[config.mk]
export PLATFORM = sky130hd
export DESIGN_NAME = resmul_core
export DESIGN_NICKNAME = d
export VERILOG_FILES = /design/src/rtl/resmul_pkg.sv /design/src/rtl/resmul_map.sv /design/src/rtl/resmul_fold.sv /design/src/rtl/resmul_fix.sv /design/src/rtl/resmul_core.sv
export SDC_FILE = /design/constraint.sdc
export NUM_CORES = 1
export LEC_CHECK = 0
export BUFFER_PORTS_ARGS = -buffer_cell sky130_fd_sc_hd__buf_4
export CAP_MARGIN = 0
export CORE_MARGIN = 2
export CORE_UTILIZATION = 55
export DETAILED_ROUTE_END_ITERATION = 10
export GPL_TIMING_DRIVEN = 0
export PLACE_DENSITY_LB_ADDON = 0.05
export SLEW_MARGIN = 5
export SYNTH_ARGS = -nofsm -noshare
export SYNTH_HDL_FRONTEND = slang
export SYNTH_SLANG_ARGS = --single-unit
[constraint.sdc]
create_clock -name vclk -period 7
set_input_delay 0.35 -clock vclk [all_inputs]
set_output_delay 0.35 -clock vclk [all_outputs]
set_load 0.1 [all_outputs]
[src/rtl/resmul_pkg.sv]
package resmul_pkg;

    localparam int MAX_W = 8;
    localparam int MAX_P = MAX_W * MAX_W;

    function automatic int op_width(int m);
        return $clog2(m + 1);
    endfunction

    // 2^e reduced modulo m
    function automatic int wmod(int m, int e);
        int r;
        r = 1 % m;
        for (int k = 0; k < e; k++) r = (r * 2) % m;
        return r;
    endfunction

    // bit i*MAX_W+k set when some legal operand has bits i and k both high
    function automatic logic [MAX_P-1:0] coex_mask(int m, int n);
        logic [MAX_P-1:0] r;
        r = '0;
        for (int v = 0; v < m; v++)
            for (int i = 0; i < n; i++)
                for (int k = 0; k < n; k++)
                    if ((((v >> i) & 1) == 1) && (((v >> k) & 1) == 1)) r[i*MAX_W+k] = 1'b1;
        return r;
    endfunction

    function automatic bit col_has(int m, int n, int c, int q);
        return ((wmod(m, (q / n) + (q % n)) >> c) & 1) == 1;
    endfunction

    function automatic bit exclusive(int n, logic [MAX_P-1:0] coex, int r, int q);
        int i, j, k, l;
        i = r / n; j = r % n; k = q / n; l = q % n;
        return !(coex[i*MAX_W+k] && coex[j*MAX_W+l]);
    endfunction

    // greedy grouping of pairwise exclusive bit products (at most 3) in column c;
    // returns the member mask of the group led by product p, zero if p leads none
    function automatic logic [MAX_P-1:0] members(int m, int n, logic [MAX_P-1:0] coex, int c, int p);
        int ld [MAX_P];
        int sz [MAX_P];
        bit placed, ok;
        logic [MAX_P-1:0] r;
        for (int q = 0; q < n * n; q++) begin
            ld[q] = -1;
            sz[q] = 0;
            if (col_has(m, n, c, q)) begin
                placed = 1'b0;
                for (int g = 0; g < q; g++) begin
                    if (!placed && ld[g] == g && sz[g] < 3) begin
                        ok = 1'b1;
                        for (int s = 0; s < q; s++)
                            if (ld[s] == g && !exclusive(n, coex, s, q)) ok = 1'b0;
                        if (ok) begin
                            ld[q] = g;
                            sz[g] = sz[g] + 1;
                            placed = 1'b1;
                        end
                    end
                end
                if (!placed) begin
                    ld[q] = q;
                    sz[q] = 1;
                end
            end
        end
        r = '0;
        for (int q = 0; q < n * n; q++)
            if (ld[q] == p && ld[p] == p) r[q] = 1'b1;
        return r;
    endfunction

    function automatic int map_max(int m, int n);
        int best, s;
        best = 0;
        for (int a = 0; a < m; a++)
            for (int b = 0; b < m; b++) begin
                s = 0;
                for (int i = 0; i < n; i++)
                    for (int j = 0; j < n; j++)
                        if ((((a >> i) & 1) == 1) && (((b >> j) & 1) == 1)) s = s + wmod(m, i + j);
                if (s > best) best = s;
            end
        return best;
    endfunction

    function automatic int fold_val(int m, int n, int x);
        int r;
        r = x % (1 << n);
        for (int t = n; t < 31; t++)
            if (((x >> t) & 1) == 1) r = r + wmod(m, t);
        return r;
    endfunction

    function automatic int fold_max(int m, int n, int bound);
        int best, f;
        best = 0;
        for (int x = 0; x <= bound; x++) begin
            f = fold_val(m, n, x);
            if (f > best) best = f;
        end
        return best;
    endfunction

    // bound of the value after k folds
    function automatic int bound_after(int m, int n, int k);
        int b;
        b = map_max(m, n);
        for (int s = 0; s < k; s++) b = fold_max(m, n, b);
        return b;
    endfunction

    function automatic int fold_count(int m, int n);
        int b, cnt;
        b = map_max(m, n);
        cnt = 0;
        for (int s = 0; s < 32; s++)
            if (b >= 2 * m) begin
                b = fold_max(m, n, b);
                cnt = cnt + 1;
            end
        return cnt;
    endfunction

    function automatic int bits_for(int v);
        return (v < 1) ? 1 : $clog2(v + 1);
    endfunction

endpackage

[src/rtl/resmul_map.sv]
module resmul_map
    import resmul_pkg::*;
#(
    parameter int MOD = 13,
    parameter int N   = op_width(MOD),
    parameter int W   = bits_for(map_max(MOD, N))
) (
    input  logic [N-1:0] a_i,
    input  logic [N-1:0] b_i,
    output logic [W-1:0] sum_o
);
    localparam int P = N * N;
    localparam logic [MAX_P-1:0] COEX = coex_mask(MOD, N);

    logic [P-1:0] prod;
    logic [P-1:0] grp [N];

    for (genvar i = 0; i < N; i++) begin : g_row
        for (genvar j = 0; j < N; j++) begin : g_col
            assign prod[i*N+j] = a_i[i] & b_i[j];
        end
    end

    // each column holds one OR gate per group of mutually exclusive products
    for (genvar c = 0; c < N; c++) begin : g_column
        for (genvar p = 0; p < P; p++) begin : g_grp
            localparam logic [MAX_P-1:0] MEMB = members(MOD, N, COEX, c, p);
            assign grp[c][p] = |(prod & MEMB[P-1:0]);
        end
    end

    always_comb begin
        sum_o = '0;
        for (int c = 0; c < N; c++)
            sum_o = sum_o + (W'($countones(grp[c])) << c);
    end

endmodule

[src/rtl/resmul_fold.sv]
module resmul_fold
    import resmul_pkg::*;
#(
    parameter int MOD = 13,
    parameter int N   = op_width(MOD),
    parameter int WI  = 8,
    parameter int WO  = 6
) (
    input  logic [WI-1:0] x_i,
    output logic [WO-1:0] y_o
);
    logic [WO-1:0] term [WI];

    for (genvar t = 0; t < WI; t++) begin : g_term
        localparam int WT = (t < N) ? (1 << t) : wmod(MOD, t);
        assign term[t] = x_i[t] ? WO'(WT) : '0;
    end

    always_comb begin
        y_o = '0;
        for (int t = 0; t < WI; t++) y_o = y_o + term[t];
    end

endmodule

[src/rtl/resmul_fix.sv]
module resmul_fix
    import resmul_pkg::*;
#(
    parameter int MOD = 13,
    parameter int N   = op_width(MOD)
) (
    input  logic [N:0]   y_i,
    output logic [N-1:0] c_o
);
    localparam logic [N:0]   MODW = (N+1)'(MOD);
    localparam logic [N-1:0] MODN = N'(MOD);

    logic ge;

    assign ge  = (y_i >= MODW);
    assign c_o = ge ? (y_i[N-1:0] - MODN) : y_i[N-1:0];

endmodule

[src/rtl/resmul_core.sv]
module resmul_core
    import resmul_pkg::*;
#(
    parameter int MOD = 13,
    parameter int N   = op_width(MOD)
) (
    input  logic [N-1:0] a_i,
    input  logic [N-1:0] b_i,
    output logic [N-1:0] c_o
);
    localparam int NF = fold_count(MOD, N);
    localparam int W0 = bits_for(map_max(MOD, N));
    localparam int WF = bits_for(bound_after(MOD, N, NF));

    logic [W0-1:0] mapped;
    logic [N:0]    pre_fix;

    resmul_map #(.MOD(MOD), .N(N), .W(W0)) u_map (
        .a_i   (a_i),
        .b_i   (b_i),
        .sum_o (mapped)
    );

    for (genvar k = 0; k < NF; k++) begin : g_fold
        localparam int WI = bits_for(bound_after(MOD, N, k));
        localparam int WO = bits_for(bound_after(MOD, N, k + 1));
        logic [WI-1:0] x;
        logic [WO-1:0] y;
        if (k == 0) begin : g_first
            assign x = mapped;
        end else begin : g_next
            assign x = g_fold[k-1].y;
        end
        resmul_fold #(.MOD(MOD), .N(N), .WI(WI), .WO(WO)) u_fold (
            .x_i (x),
            .y_o (y)
        );
    end

    if (NF == 0) begin : g_nofold
        assign pre_fix = (N+1)'(mapped);
    end else begin : g_lastfold
        assign pre_fix = (N+1)'(g_fold[NF-1].y);
    end

    resmul_fix #(.MOD(MOD), .N(N)) u_fix (
        .y_i (pre_fix),
        .c_o (c_o)
    );

endmodule

### Word-level counts from Yosys, hierarchy flattened

Cells that the tools add are included.

* register bits after elaboration: 0
* logic and storage cells: 51
* latch bits: 0
* ROM bits: 0
* output and inout bits: 4
* RAM bits: 0
* memories: 0

* multiply operators: 0
* add/subtract/negate cells: 27
* bitwise gates (word level): 16
* divide/modulo/power cells: 0
* mux-type cells: 7
* equal/unequal tests: 0
* order comparisons: 1
* reductions and logical operators: 0
* shift-type cells: 0

Operators by type and width (number)
* 5-bit adder: 5
* 1-bit by 1-bit adder with 2-bit output: 10
* 1-bit AND: 16
* 6-bit adder: 2
* 2-bit by 2-bit adder with 3-bit output: 3
* 4-bit two-way mux: 2
* 1-bit by 2-bit adder with 3-bit output: 2
* 6-bit by 5-bit adder with 6-bit output: 1
* 3-bit two-way mux: 2
* 5-bit by 4-bit greater-or-equal comparator with 1-bit output (second input constant): 1
* 2-bit by 3-bit adder with 4-bit output: 1
* 3-bit by 3-bit adder with 4-bit output: 1
* 2-bit two-way mux: 2
* 4-bit subtractor (second input constant): 1
* 2-bit by 3-bit adder with 3-bit output: 1
* 1-bit two-way mux: 1

### Longest topological paths before layout

* depth after elaboration: 15
* gate-level depth with buffers: 20

### Modules after synthesis

From an unflattened synthesis, not the netlist that was laid out.

* cell total of the unflattened synthesis: 121
* area total of the unflattened synthesis: 1021.0 um^2

By module, submodules not included
* resmul_map: cells an instance 92, times used 1, sequential area each 0.0 um^2, area each 787.0 um^2
* resmul_fold: cells an instance 11, times used 1, sequential area each 0.0 um^2, area each 125.1 um^2
* resmul_fix: cells an instance 18, times used 1, sequential area each 0.0 um^2, area each 108.9 um^2

### Worst setup path after synthesis

OpenSTA, ideal clock, no wires.

* kind: input to output
* start: input b_i[3]
* end: output c_o[1]
* slack: -0.639 ns
* stages on the path: 19
* data required time: 6.650 ns
* arrival: 7.289 ns
* cells stage by stage: and2_1 inv_1 fa_1 fa_1 fa_1 inv_1 fa_1 fa_1 ha_1 inv_1 fa_1 xnor2_1 ha_1 xor3_1 ha_1 fa_1 xor2_2 a221o_1 o221ai_1

* word-level cells in the longest chain between the ends: 15

Ends and longest elaborated chain
* from (decl): line resmul_core.sv:8 `input logic [N-1:0] b_i,`
* 1-bit AND: line resmul_map.sv:20 `assign prod[i*N+j] = a_i[i] & b_i[j];`
* 1-bit by 1-bit adder with 2-bit output (not written as such): line resmul_map.sv:35 `sum_o = sum_o + (W'($countones(grp[c])) << c);`
* 1-bit by 2-bit adder with 3-bit output (not written as such) or 2-bit by 2-bit adder with 3-bit output (tied branches): line resmul_map.sv:35
* 3-bit by 3-bit adder with 4-bit output (not written as such): line resmul_map.sv:35
* 6-bit by 5-bit adder with 6-bit output: line resmul_map.sv:35
* 6-bit adder: line resmul_map.sv:35
* 6-bit adder (*): line resmul_map.sv:35
* 2-bit two-way mux: line resmul_fold.sv:16 `assign term[t] = x_i[t] ? WO'(WT) : '0;`
* 5-bit adder (4 in series): line resmul_fold.sv:21 `for (int t = 0; t < WI; t++) y_o = y_o + term[t];`
* 5-bit adder (*): line resmul_fold.sv:21
* 4-bit subtractor or 5-bit by 4-bit greater-or-equal comparator with 1-bit output (tied branches): line resmul_fix.sv:16, resmul_fix.sv:15
* 4-bit two-way mux (*): line resmul_fix.sv:16 `assign c_o = ge ? (y_i[N-1:0] - MODN) : y_i[N-1:0];`
* to (decl): line resmul_core.sv:9 `output logic [N-1:0] c_o`

Every way passes the cells marked *; elsewhere a longest branch is shown, timed or not.

### Final worst setup path

* start: input b_i[3]
* end: output c_o[0]

* word-level cells in the longest chain between the ends: 15

Ends and longest elaborated chain
* 1-bit AND: line resmul_map.sv:20
* 1-bit by 1-bit adder with 2-bit output (not written as such): line resmul_map.sv:35
* 1-bit by 2-bit adder with 3-bit output (not written as such) or 2-bit by 2-bit adder with 3-bit output (tied branches): line resmul_map.sv:35
* 3-bit by 3-bit adder with 4-bit output (not written as such): line resmul_map.sv:35
* 6-bit by 5-bit adder with 6-bit output: line resmul_map.sv:35
* 6-bit adder: line resmul_map.sv:35
* 6-bit adder (*): line resmul_map.sv:35
* 2-bit two-way mux: line resmul_fold.sv:16
* 5-bit adder (4 in series): line resmul_fold.sv:21
* 5-bit adder (*): line resmul_fold.sv:21
* 5-bit by 4-bit greater-or-equal comparator with 1-bit output: line resmul_fix.sv:15 `assign ge = (y_i >= MODW);`
* 4-bit two-way mux (*): line resmul_fix.sv:16

Marks and branches as above.

==> impl_metrics.json <==
{
  "drive_above_1_share_pct": 16.4,
  "diodes": 0,
  "max_freq_mhz": 149,
  "die_h_microns": 44.6,
  "drt_first_pass_iters": 3,
  "crit_fanout": 5,
  "setup_viol": 0,
  "hpwl_microns": 1500,
  "grtUsageTotal_pct": 19.4,
  "crit_cells": 21,
  "drv_cap": 0,
  "seq_cell_count": 0,
  "syn-cell-area_sq_um": 907,
  "fp.dieArea_sq_um": 1990,
  "crit_buf_inv": 5,
  "end_kind": "primary output",
  "drc": 0,
  "crit_slowest_cell": "fa_1",
  "synth.distinct_cells": 25,
  "core_sq_um": 1520,
  "holdCritPathClass": "primary input to primary output",
  "path_class": "primary input to primary output",
  "synth.avg_cell_area_sq_um": 8.72,
  "critPathCapture": "c_o[0]",
  "design_area_sq_um": 1060,
  "hp-start": "a_i[3]",
  "holdWs_ns": 1.58,
  "nets": 156,
  "outcome": "finished clean",
  "hold_violations": 0,
  "gp_congestion": 0.752,
  "critPathMaxStageDelay_ns": 0.56,
  "wire_per_inst_microns": 11.9,
  "slew-limit-headroom_pct": 79.2,
  "synthesis.nets": 142,
  "min_period_ns": 6.73,
  "grt_pass1_vias": 764,
  "fin_setup_tns_ns": 0,
  "arrival_ns": 6.38,
  "grt_pass1_wl_microns": 2950,
  "yosysWarnings": 0,
  "num_vias": 705,
  "mostFrequentLayoutCells": "inv_1, fa_1, ha_1",
  "start_util_pct": 59.5,
  "grt_max_degree": 8,
  "min_period_over_period_pct": 96.1,
  "drt_iter0_markers": 1,
  "cpMostUsedCell": "fa_1",
  "nClkBuffers": 0,
  "syn2layout_area_growth_pct": 16.8,
  "post_dp_cell_area_sq_um": 1020,
  "startpoint": "b_i[3]",
  "vias_per_cell": 5.34,
  "worst_pin_slew_ns": 0.311,
  "crit_family": "adder cells",
  "post_cts_buffers": 0,
  "layout_commonest_cell": "inv_1",
  "numPortBuffers": 12,
  "die_w_microns": 44.6,
  "rows": 14,
  "final-seq-area_sq_um": 0,
  "cp.required_ns": 6.65,
  "ant_nets": 0,
  "grt_overflow": 0,
  "crit_chain": "buf_4 > and2_1 > inv_1 > fa_1 > fa_1 > fa_1 > inv_1 > fa_1 > fa_1 > ha_1 > inv_1 > fa_1 > xnor2_2 > ha_1 > xor3_1 > ha_2 > fa_2 > xor2_2 > a221o_1 > a22oi_2 > buf_12",
  "io_pins": 12,
  "wl_microns": 1570,
  "rsz0062_at_grt": "no",
  "antenna_found_initial": 0,
  "slew_viol_final": 0,
  "start_kind": "primary input",
  "synthCells": 104,
  "ys_seq_area_share_pct": 0
}
==> worst min path at each step <==
stage / slack (ns) / depth (start not counted) / endpoint
2_1_floorplan: 1.48 / 5 / c_o[0]
3_3_place_gp: 1.62 / 7 / c_o[0]
3_5_place_dp: 1.63 / 7 / c_o[0]
4_1_cts: 1.63 / 7 / c_o[0]
5_1_grt: 1.67 / 7 / c_o[0]
6_report: 1.58 / 7 / c_o[0]
==> through the flow <==
stage	utilization, %	cells	worst slack [ns]
6_report	69.5	132	0.274
5_1_grt	69.5	132	0.0324
4_1_cts	67.2	132	0.00660
3_5_place_dp	67.2	132	0.0156
3_3_place_gp	67.2	132	0.0744
2_1_floorplan	-	104	0.000228
==> worst min-delay path, delay by kind of cell <==
| family | cells | cell delay (ns) |
|---|---|---|
| adders and majority gates | 2 | 0.34 |
| and+or+nand+nor | 1 | 0.08 |
| buffers and inverters | 3 | 0.33 |
| AOI/OAI and AO/OA | 1 | 0.12 |
==> logic make-up (layout without fill, tap and decap cells) <==
group / Yosys count / in the layout / share of synthesized area, %
buffers and inverters: 28 / 40 / 12.4
AOI/OAI and AO/OA: 14 / 14 / 11.6
and+or+nand+nor: 27 / 27 / 14.9
adders and majority gates: 30 / 30 / 53.8
xor gates and xnor gates: 5 / 5 / 7.31
==> Yosys cell counts, drive strengths merged <==
| cell type | instances | share of area (%) |
|---|---|---|
| nand3 | 3 | 1.7 |
| xor2 | 2 | 2.8 |
| ha | 15 | 21 |
| a21o | 2 | 1.7 |
| and2 | 6 | 4.1 |
| a211o | 2 | 1.9 |
| and3 | 1 | 0.69 |
| o221ai | 1 | 0.97 |
| nand3b | 1 | 0.83 |
| nor3 | 1 | 0.55 |
| nand4b | 1 | 0.97 |
| o21ai | 1 | 0.55 |
| xor3 | 1 | 2.6 |
| a211oi | 1 | 0.83 |
| buf | 1 | 1.2 |
| nor2b | 1 | 0.69 |
| a221o | 1 | 1.1 |
| a21oi | 4 | 2.2 |
| o2111ai | 1 | 0.97 |
| nand2 | 13 | 5.4 |
| inv | 27 | 11 |
| a22oi | 1 | 1.4 |
| fa | 15 | 33 |
| xnor2 | 2 | 1.9 |
==> per-layer routing <==
metal,global-route usage [%],routed length [microns]
met1,22.9,638
met3,0,52
met5,0,0
met4,0,0
met2,40.6,882
==> cell type report <==
type / instances / area [sq um]
timing repair buffer: 12 / 114
tap: 16 / 20.0
fill: 132 / 464
multi-input combinational: 76 / 813
inverter: 27 / 101
buffer: 1 / 11.3
==> repair_timing <==
action | CTS | global route
gates resized for setup | 0 | 9
hold buffers | 0 | 0
setup endpoints to repair | 0 | 3
Power is left out: the tool's default activity adds up to more than one toggle a clock period on the data nets, which glitch-free logic cannot reach.
